[config.mk]
export PLATFORM = sky130hd
export DESIGN_NAME = hzu_forward_stall
export DESIGN_NICKNAME = d
export VERILOG_FILES = /design/src/rtl/hzu_pkg.sv /design/src/rtl/hzu_dst_match.sv /design/src/rtl/hzu_operand_sel.sv /design/src/rtl/hzu_load_use.sv /design/src/rtl/hzu_forward_stall.sv
export SDC_FILE = /design/constraint.sdc
export NUM_CORES = 1
export LEC_CHECK = 0
export ABC_AREA = 1
export BUFFER_PORTS_ARGS = -buffer_cell sky130_fd_sc_hd__clkbuf_2
export CAP_MARGIN = 20
export CORE_UTILIZATION = 47
export DETAILED_ROUTE_END_ITERATION = 8
export GPL_ROUTABILITY_DRIVEN = 0
export PLACE_DENSITY = 0.95
export SLEW_MARGIN = 20
export SYNTH_ARGS = -nofsm -noshare
export SYNTH_HDL_FRONTEND = slang
export SYNTH_SLANG_ARGS = --single-unit
[constraint.sdc]
create_clock -name vclk -period 2.1
set_clock_uncertainty 0.15 [all_clocks]
set_input_delay 0.42 -clock vclk [all_inputs]
set_output_delay 0.42 -clock vclk [all_outputs]
set_load 0.05 [all_outputs]
[src/rtl/hzu_pkg.sv]
// Shared types for the operand bypass and load-use stall controller.
// Assumes a two-bit select feeding a three-input operand multiplexer.
package hzu_pkg;
    typedef enum logic [1:0] {
        SRC_REGFILE = 2'b00,
        SRC_WB      = 2'b01,
        SRC_MEM     = 2'b10
    } src_sel_e;
endpackage

[src/rtl/hzu_dst_match.sv]
// Compares one consumer register number against one producer destination.
// Assumes register 0 is hard-wired to zero, so it never counts as a match.
module hzu_dst_match #(
    parameter int REG_ADDR_W = 5
) (
    input  logic [REG_ADDR_W-1:0] src,
    input  logic [REG_ADDR_W-1:0] dst,
    input  logic                  dst_valid,
    output logic                  hit
);
    localparam logic [REG_ADDR_W-1:0] ZERO_REG = '0;

    // Match only a real, nonzero write to the same register.
    always_comb begin
        hit = dst_valid && (dst != ZERO_REG) && (dst == src);
    end
endmodule

[src/rtl/hzu_operand_sel.sv]
// Picks the bypass source for one execute-stage operand.
// Assumes the post-execute result is newer than the write-back value and so wins.
module hzu_operand_sel
    import hzu_pkg::*;
#(
    parameter int REG_ADDR_W = 5
) (
    input  logic [REG_ADDR_W-1:0] src,
    input  logic [REG_ADDR_W-1:0] mem_dst,
    input  logic                  mem_wr,
    input  logic [REG_ADDR_W-1:0] wb_dst,
    input  logic                  wb_wr,
    output src_sel_e              sel
);
    logic mem_hit;
    logic wb_hit;

    hzu_dst_match #(.REG_ADDR_W(REG_ADDR_W)) u_mem_cmp (
        .src(src), .dst(mem_dst), .dst_valid(mem_wr), .hit(mem_hit)
    );

    hzu_dst_match #(.REG_ADDR_W(REG_ADDR_W)) u_wb_cmp (
        .src(src), .dst(wb_dst), .dst_valid(wb_wr), .hit(wb_hit)
    );

    // Priority choice: newest producer first, register file last.
    always_comb begin
        if (mem_hit)     sel = SRC_MEM;
        else if (wb_hit) sel = SRC_WB;
        else             sel = SRC_REGFILE;
    end
endmodule

[src/rtl/hzu_load_use.sv]
// Flags a decode instruction that reads the destination of a load in execute.
// Assumes the loaded data is ready no earlier than the end of the memory stage.
module hzu_load_use #(
    parameter int REG_ADDR_W = 5,
    parameter int NUM_ID_SRC = 2
) (
    input  logic [NUM_ID_SRC-1:0][REG_ADDR_W-1:0] id_src,
    input  logic [REG_ADDR_W-1:0]                 ex_dst,
    input  logic                                  ex_is_load,
    output logic                                  stall
);
    logic [NUM_ID_SRC-1:0] src_hit;

    // One comparator per decode source, enabled only by a load.
    for (genvar i = 0; i < NUM_ID_SRC; i++) begin : g_src
        hzu_dst_match #(.REG_ADDR_W(REG_ADDR_W)) u_cmp (
            .src(id_src[i]), .dst(ex_dst), .dst_valid(ex_is_load), .hit(src_hit[i])
        );
    end

    // Any dependent source forces the single stall cycle.
    always_comb begin
        stall = |src_hit;
    end
endmodule

[src/rtl/hzu_forward_stall.sv]
// Top of the data-hazard controller: two operand bypass selects plus the load-use stall.
// Assumes a register file that writes early and reads late in the cycle, so no
// write-back to decode bypass exists. Purely combinational; reset only quiets outputs.
module hzu_forward_stall
    import hzu_pkg::*;
#(
    parameter int REG_ADDR_W = 5
) (
    input  logic                  clk,
    input  logic                  rst_n,
    input  logic [REG_ADDR_W-1:0] ex_src_a,
    input  logic [REG_ADDR_W-1:0] ex_src_b,
    input  logic [REG_ADDR_W-1:0] id_src_a,
    input  logic [REG_ADDR_W-1:0] id_src_b,
    input  logic [REG_ADDR_W-1:0] ex_dst,
    input  logic                  ex_is_load,
    input  logic [REG_ADDR_W-1:0] mem_dst,
    input  logic                  mem_wr,
    input  logic [REG_ADDR_W-1:0] wb_dst,
    input  logic                  wb_wr,
    output logic [1:0]            sel_a,
    output logic [1:0]            sel_b,
    output logic                  hold_front,
    output logic                  insert_bubble
);
    localparam int NUM_OPERANDS = 2;
    localparam int NUM_ID_SRC   = 2;

    logic [NUM_OPERANDS-1:0][REG_ADDR_W-1:0] ex_src;
    logic [NUM_ID_SRC-1:0][REG_ADDR_W-1:0]   id_src;
    src_sel_e                                op_sel [NUM_OPERANDS];
    logic                                    lu_stall;

    // Gather the operand numbers into arrays for the generated lanes.
    always_comb begin
        ex_src[0] = ex_src_a;
        ex_src[1] = ex_src_b;
        id_src[0] = id_src_a;
        id_src[1] = id_src_b;
    end

    // One bypass selector per ALU operand.
    for (genvar k = 0; k < NUM_OPERANDS; k++) begin : g_op
        hzu_operand_sel #(.REG_ADDR_W(REG_ADDR_W)) u_sel (
            .src(ex_src[k]), .mem_dst(mem_dst), .mem_wr(mem_wr),
            .wb_dst(wb_dst), .wb_wr(wb_wr), .sel(op_sel[k])
        );
    end

    hzu_load_use #(.REG_ADDR_W(REG_ADDR_W), .NUM_ID_SRC(NUM_ID_SRC)) u_lu (
        .id_src(id_src), .ex_dst(ex_dst), .ex_is_load(ex_is_load), .stall(lu_stall)
    );

    // Drive outputs, held quiet while reset is asserted.
    always_comb begin
        if (!rst_n) begin
            sel_a         = SRC_REGFILE;
            sel_b         = SRC_REGFILE;
            hold_front    = 1'b0;
            insert_bubble = 1'b0;
        end else begin
            sel_a         = op_sel[0];
            sel_b         = op_sel[1];
            hold_front    = lu_stall;
            insert_bubble = lu_stall;
        end
    end
endmodule

==> impl_metrics.csv <==
group,metric,value,unit
run_status,outcome,"finished clean",
synthesis,synth_xor_xnor_area_share,7.03,%
synthesis,synth.area.mux_share,0,%
pwr,switching_share,58.3,%
critical_path,critPathSlowestCell,"clkbuf_2",
critical_path,crit_chain,"clkbuf_2 > inv_1 > nand2_1 > o21ai_2 > nor2_1 > nor2_1 > clkbuf_2",
timing,max_freq,0.510,GHz
pwr,p_per_area,178,nW/um^2
critical_path,cp_data_required_time,1.53,ns
finish,final_util,74.3,%
cts,cts_resized,0,
timing,slew_headroom,81.3,%
critical_path,arrival,1.39,ns
synthesis,synth_seq_area_share,0,%
critical_path,cp_slowest_stage_delay,0.29,ns
synthesis,synth_top_family_by_area,"simple AND/OR/NAND/NOR gates",
global_routing,grt_overflow,0,
global_routing,grt_usage,23.7,%
drt,vias,951,
drt,wirelength,1730,um
drt,wl_per_cell,8.58,um
pwr,p_comb_share,100.0,%
cts,postCtsHoldBufs,0,
finish,nFlopsAndLatches,0,
drt,top_layer,"met3",
timing,setup_tns,0,ns
drt,vias_per_cell,4.71,
synthesis,synthAdderAreaFrac,0,%
floorplanning,start_util,53.2,%
pwr,total_power,0.000155,W
run,maxCapViolations,0,
floorplanning,rows,12,
global_routing,grt_pass1_wl,2600,um
timing,timing_worst_slew_pin_value,0.282,ns
critical_path,path_class,"primary input to primary output",
global_routing,grt_start_max_net_pins,5,
finish,regArea,0,sq um
pwr,p_clk_share,0,%
pwr,p_leak,0.610,nW
synthesis,avgSynthCellArea,4.33,sq um
synthesis,synth.distinct_cells,16,
critical_path,crit_family,"buffers and inverters",
global_routing,grt_antenna_before_repair,0,
floorplanning,die_w,38.4,um
synthesis,synthCells,144,
timing,hold_viol_final,0,
drt,met3_length,93,um
place,portBuffers,45,
synthesis,synth_compound_area_share,5.22,%
timing,finalSetupViolations,0,
place,dpl.hpwl,1570,um
pwr,p_switching,0.0000901,W
critical_path,start_kind,"primary input",
drt,drt-met1-wl,786,um
timing,layout_min_cycle_time,1.96,ns
finish,nets,230,
critical_path,crit_buf_inv,3,
critical_path,cp-end-kind,"primary output",
global_routing,grt_pass1_vias,692,
synthesis,synth_fp_nets,184,
cts,post_cts_buffers,0,
synthesis,synth_area,623,sq um
timing,post-route-period-util,93.3,%
timing,rsz0062_at_grt,"false",
finish,drive_above_1_share,33.0,%
critical_path,crit_fanout,4,
pwr,internal_power,0.0000645,W
worst_hold_path,min_path_type,"primary input to primary output",
floorplanning,fp.coreArea,1170,sq um
floorplanning,die_h,38.4,um
pwr,vdd_drop_max,0.104,mV
drt,met2_length,853,um
drt,ant_nets,0,
drt,firstDrtPassIters,4,
finish,num-clock-buffers,0,
floorplanning,die_area,1480,sq um
finish,insertedDiodeCount,0,
finish,syn_to_final_growth,39.6,%
floorplanning,num_io_pins,46,
synthesis,synth_warnings,0,
drt,drtIter0Drc,29,
drt,drc,0,
timing,maxSlewViolCount,0,
synthesis,synth_simple_gate_area_share,67.3,%
pwr,p_seq_share,0,%
## layout by cell type (no fill, tap or decap), drive strengths merged
| cell | n |
|---|---|
| nand2 | 66 |
| clkbuf | 45 |
| inv | 32 |
| nor2 | 18 |
| nand3 | 10 |
| nor3 | 5 |
| xnor2 | 4 |
| o21ai | 3 |
| a21oi | 2 |
| nand4 | 1 |
| nand3b | 1 |
| xor2 | 1 |
## synthesized netlist by cell type
library cell	n	area share (%)
a21oi_1	1	0.80
a21oi_2	1	1.4
buf_4	1	1.2
inv_1	21	13
inv_2	11	6.6
nand2_1	66	40
nand3_1	10	8.0
nand3b_1	1	1.2
nand4_1	1	1.0
nor2_1	18	11
nor3_1	2	1.6
nor3_2	3	4.8
o21ai_1	2	1.6
o21ai_2	1	1.4
xnor2_1	4	5.6
xor2_1	1	1.4
## power by group through the flow
stage | Combinational (W) | Clock (W) | Sequential (W)
5_1_grt | 0.000173 | 0 | 0
3_5_place_dp | 0.000153 | 0 | 0
4_1_cts | 0.000154 | 0 | 0
6_report | 0.000155 | 0 | 0
3_3_place_gp | 0.000149 | 0 | 0
2_1_floorplan | 0.0000863 | 0 | 0
## cells by family after synthesis
family | count (synthesis)
xor gates and xnor gates | 5
AOI/OAI and AO/OA | 5
buffers and inverters | 33
and+or+nand+nor | 101
## routing by layer
layer / track usage (%) / up-vias
met5: 0 / -
met4: 0 / 0
met2: 42.4 / 34
li1: - / 517
met1: 33.6 / 400
met3: 0 / 0
## cell type report
class	count	area (sq um)
Fill cell	119	302
Inverter	32	120
Multi-Input combinational cell	111	507
Tap cell	14	17.5
Timing Repair Buffer	45	225
## final timing paths
| path | to | cells past startpoint | startpoint |
|---|---|---|---|
| setup / recovery | sel_b[0] | 7 | mem_dst[1] |
| hold / removal | hold_front | 4 | ex_is_load |
## stage by stage
| step | cells | instance area, sq um | hold slack [ns] | setup slack [ns] |
|---|---|---|---|---|
| floorplan | 144 | 634 | 0.875 | 0.0768 |
| global placement | 202 | 870 | 1.15 | 0.174 |
| detailed placement | 202 | 870 | 1.16 | 0.148 |
| CTS | 202 | 870 | 1.16 | 0.145 |
| global route | 202 | 870 | 1.18 | 0.0453 |
| finish | 202 | 870 | 1.15 | 0.141 |
Note: power is estimated with default switching activity, not from simulation.
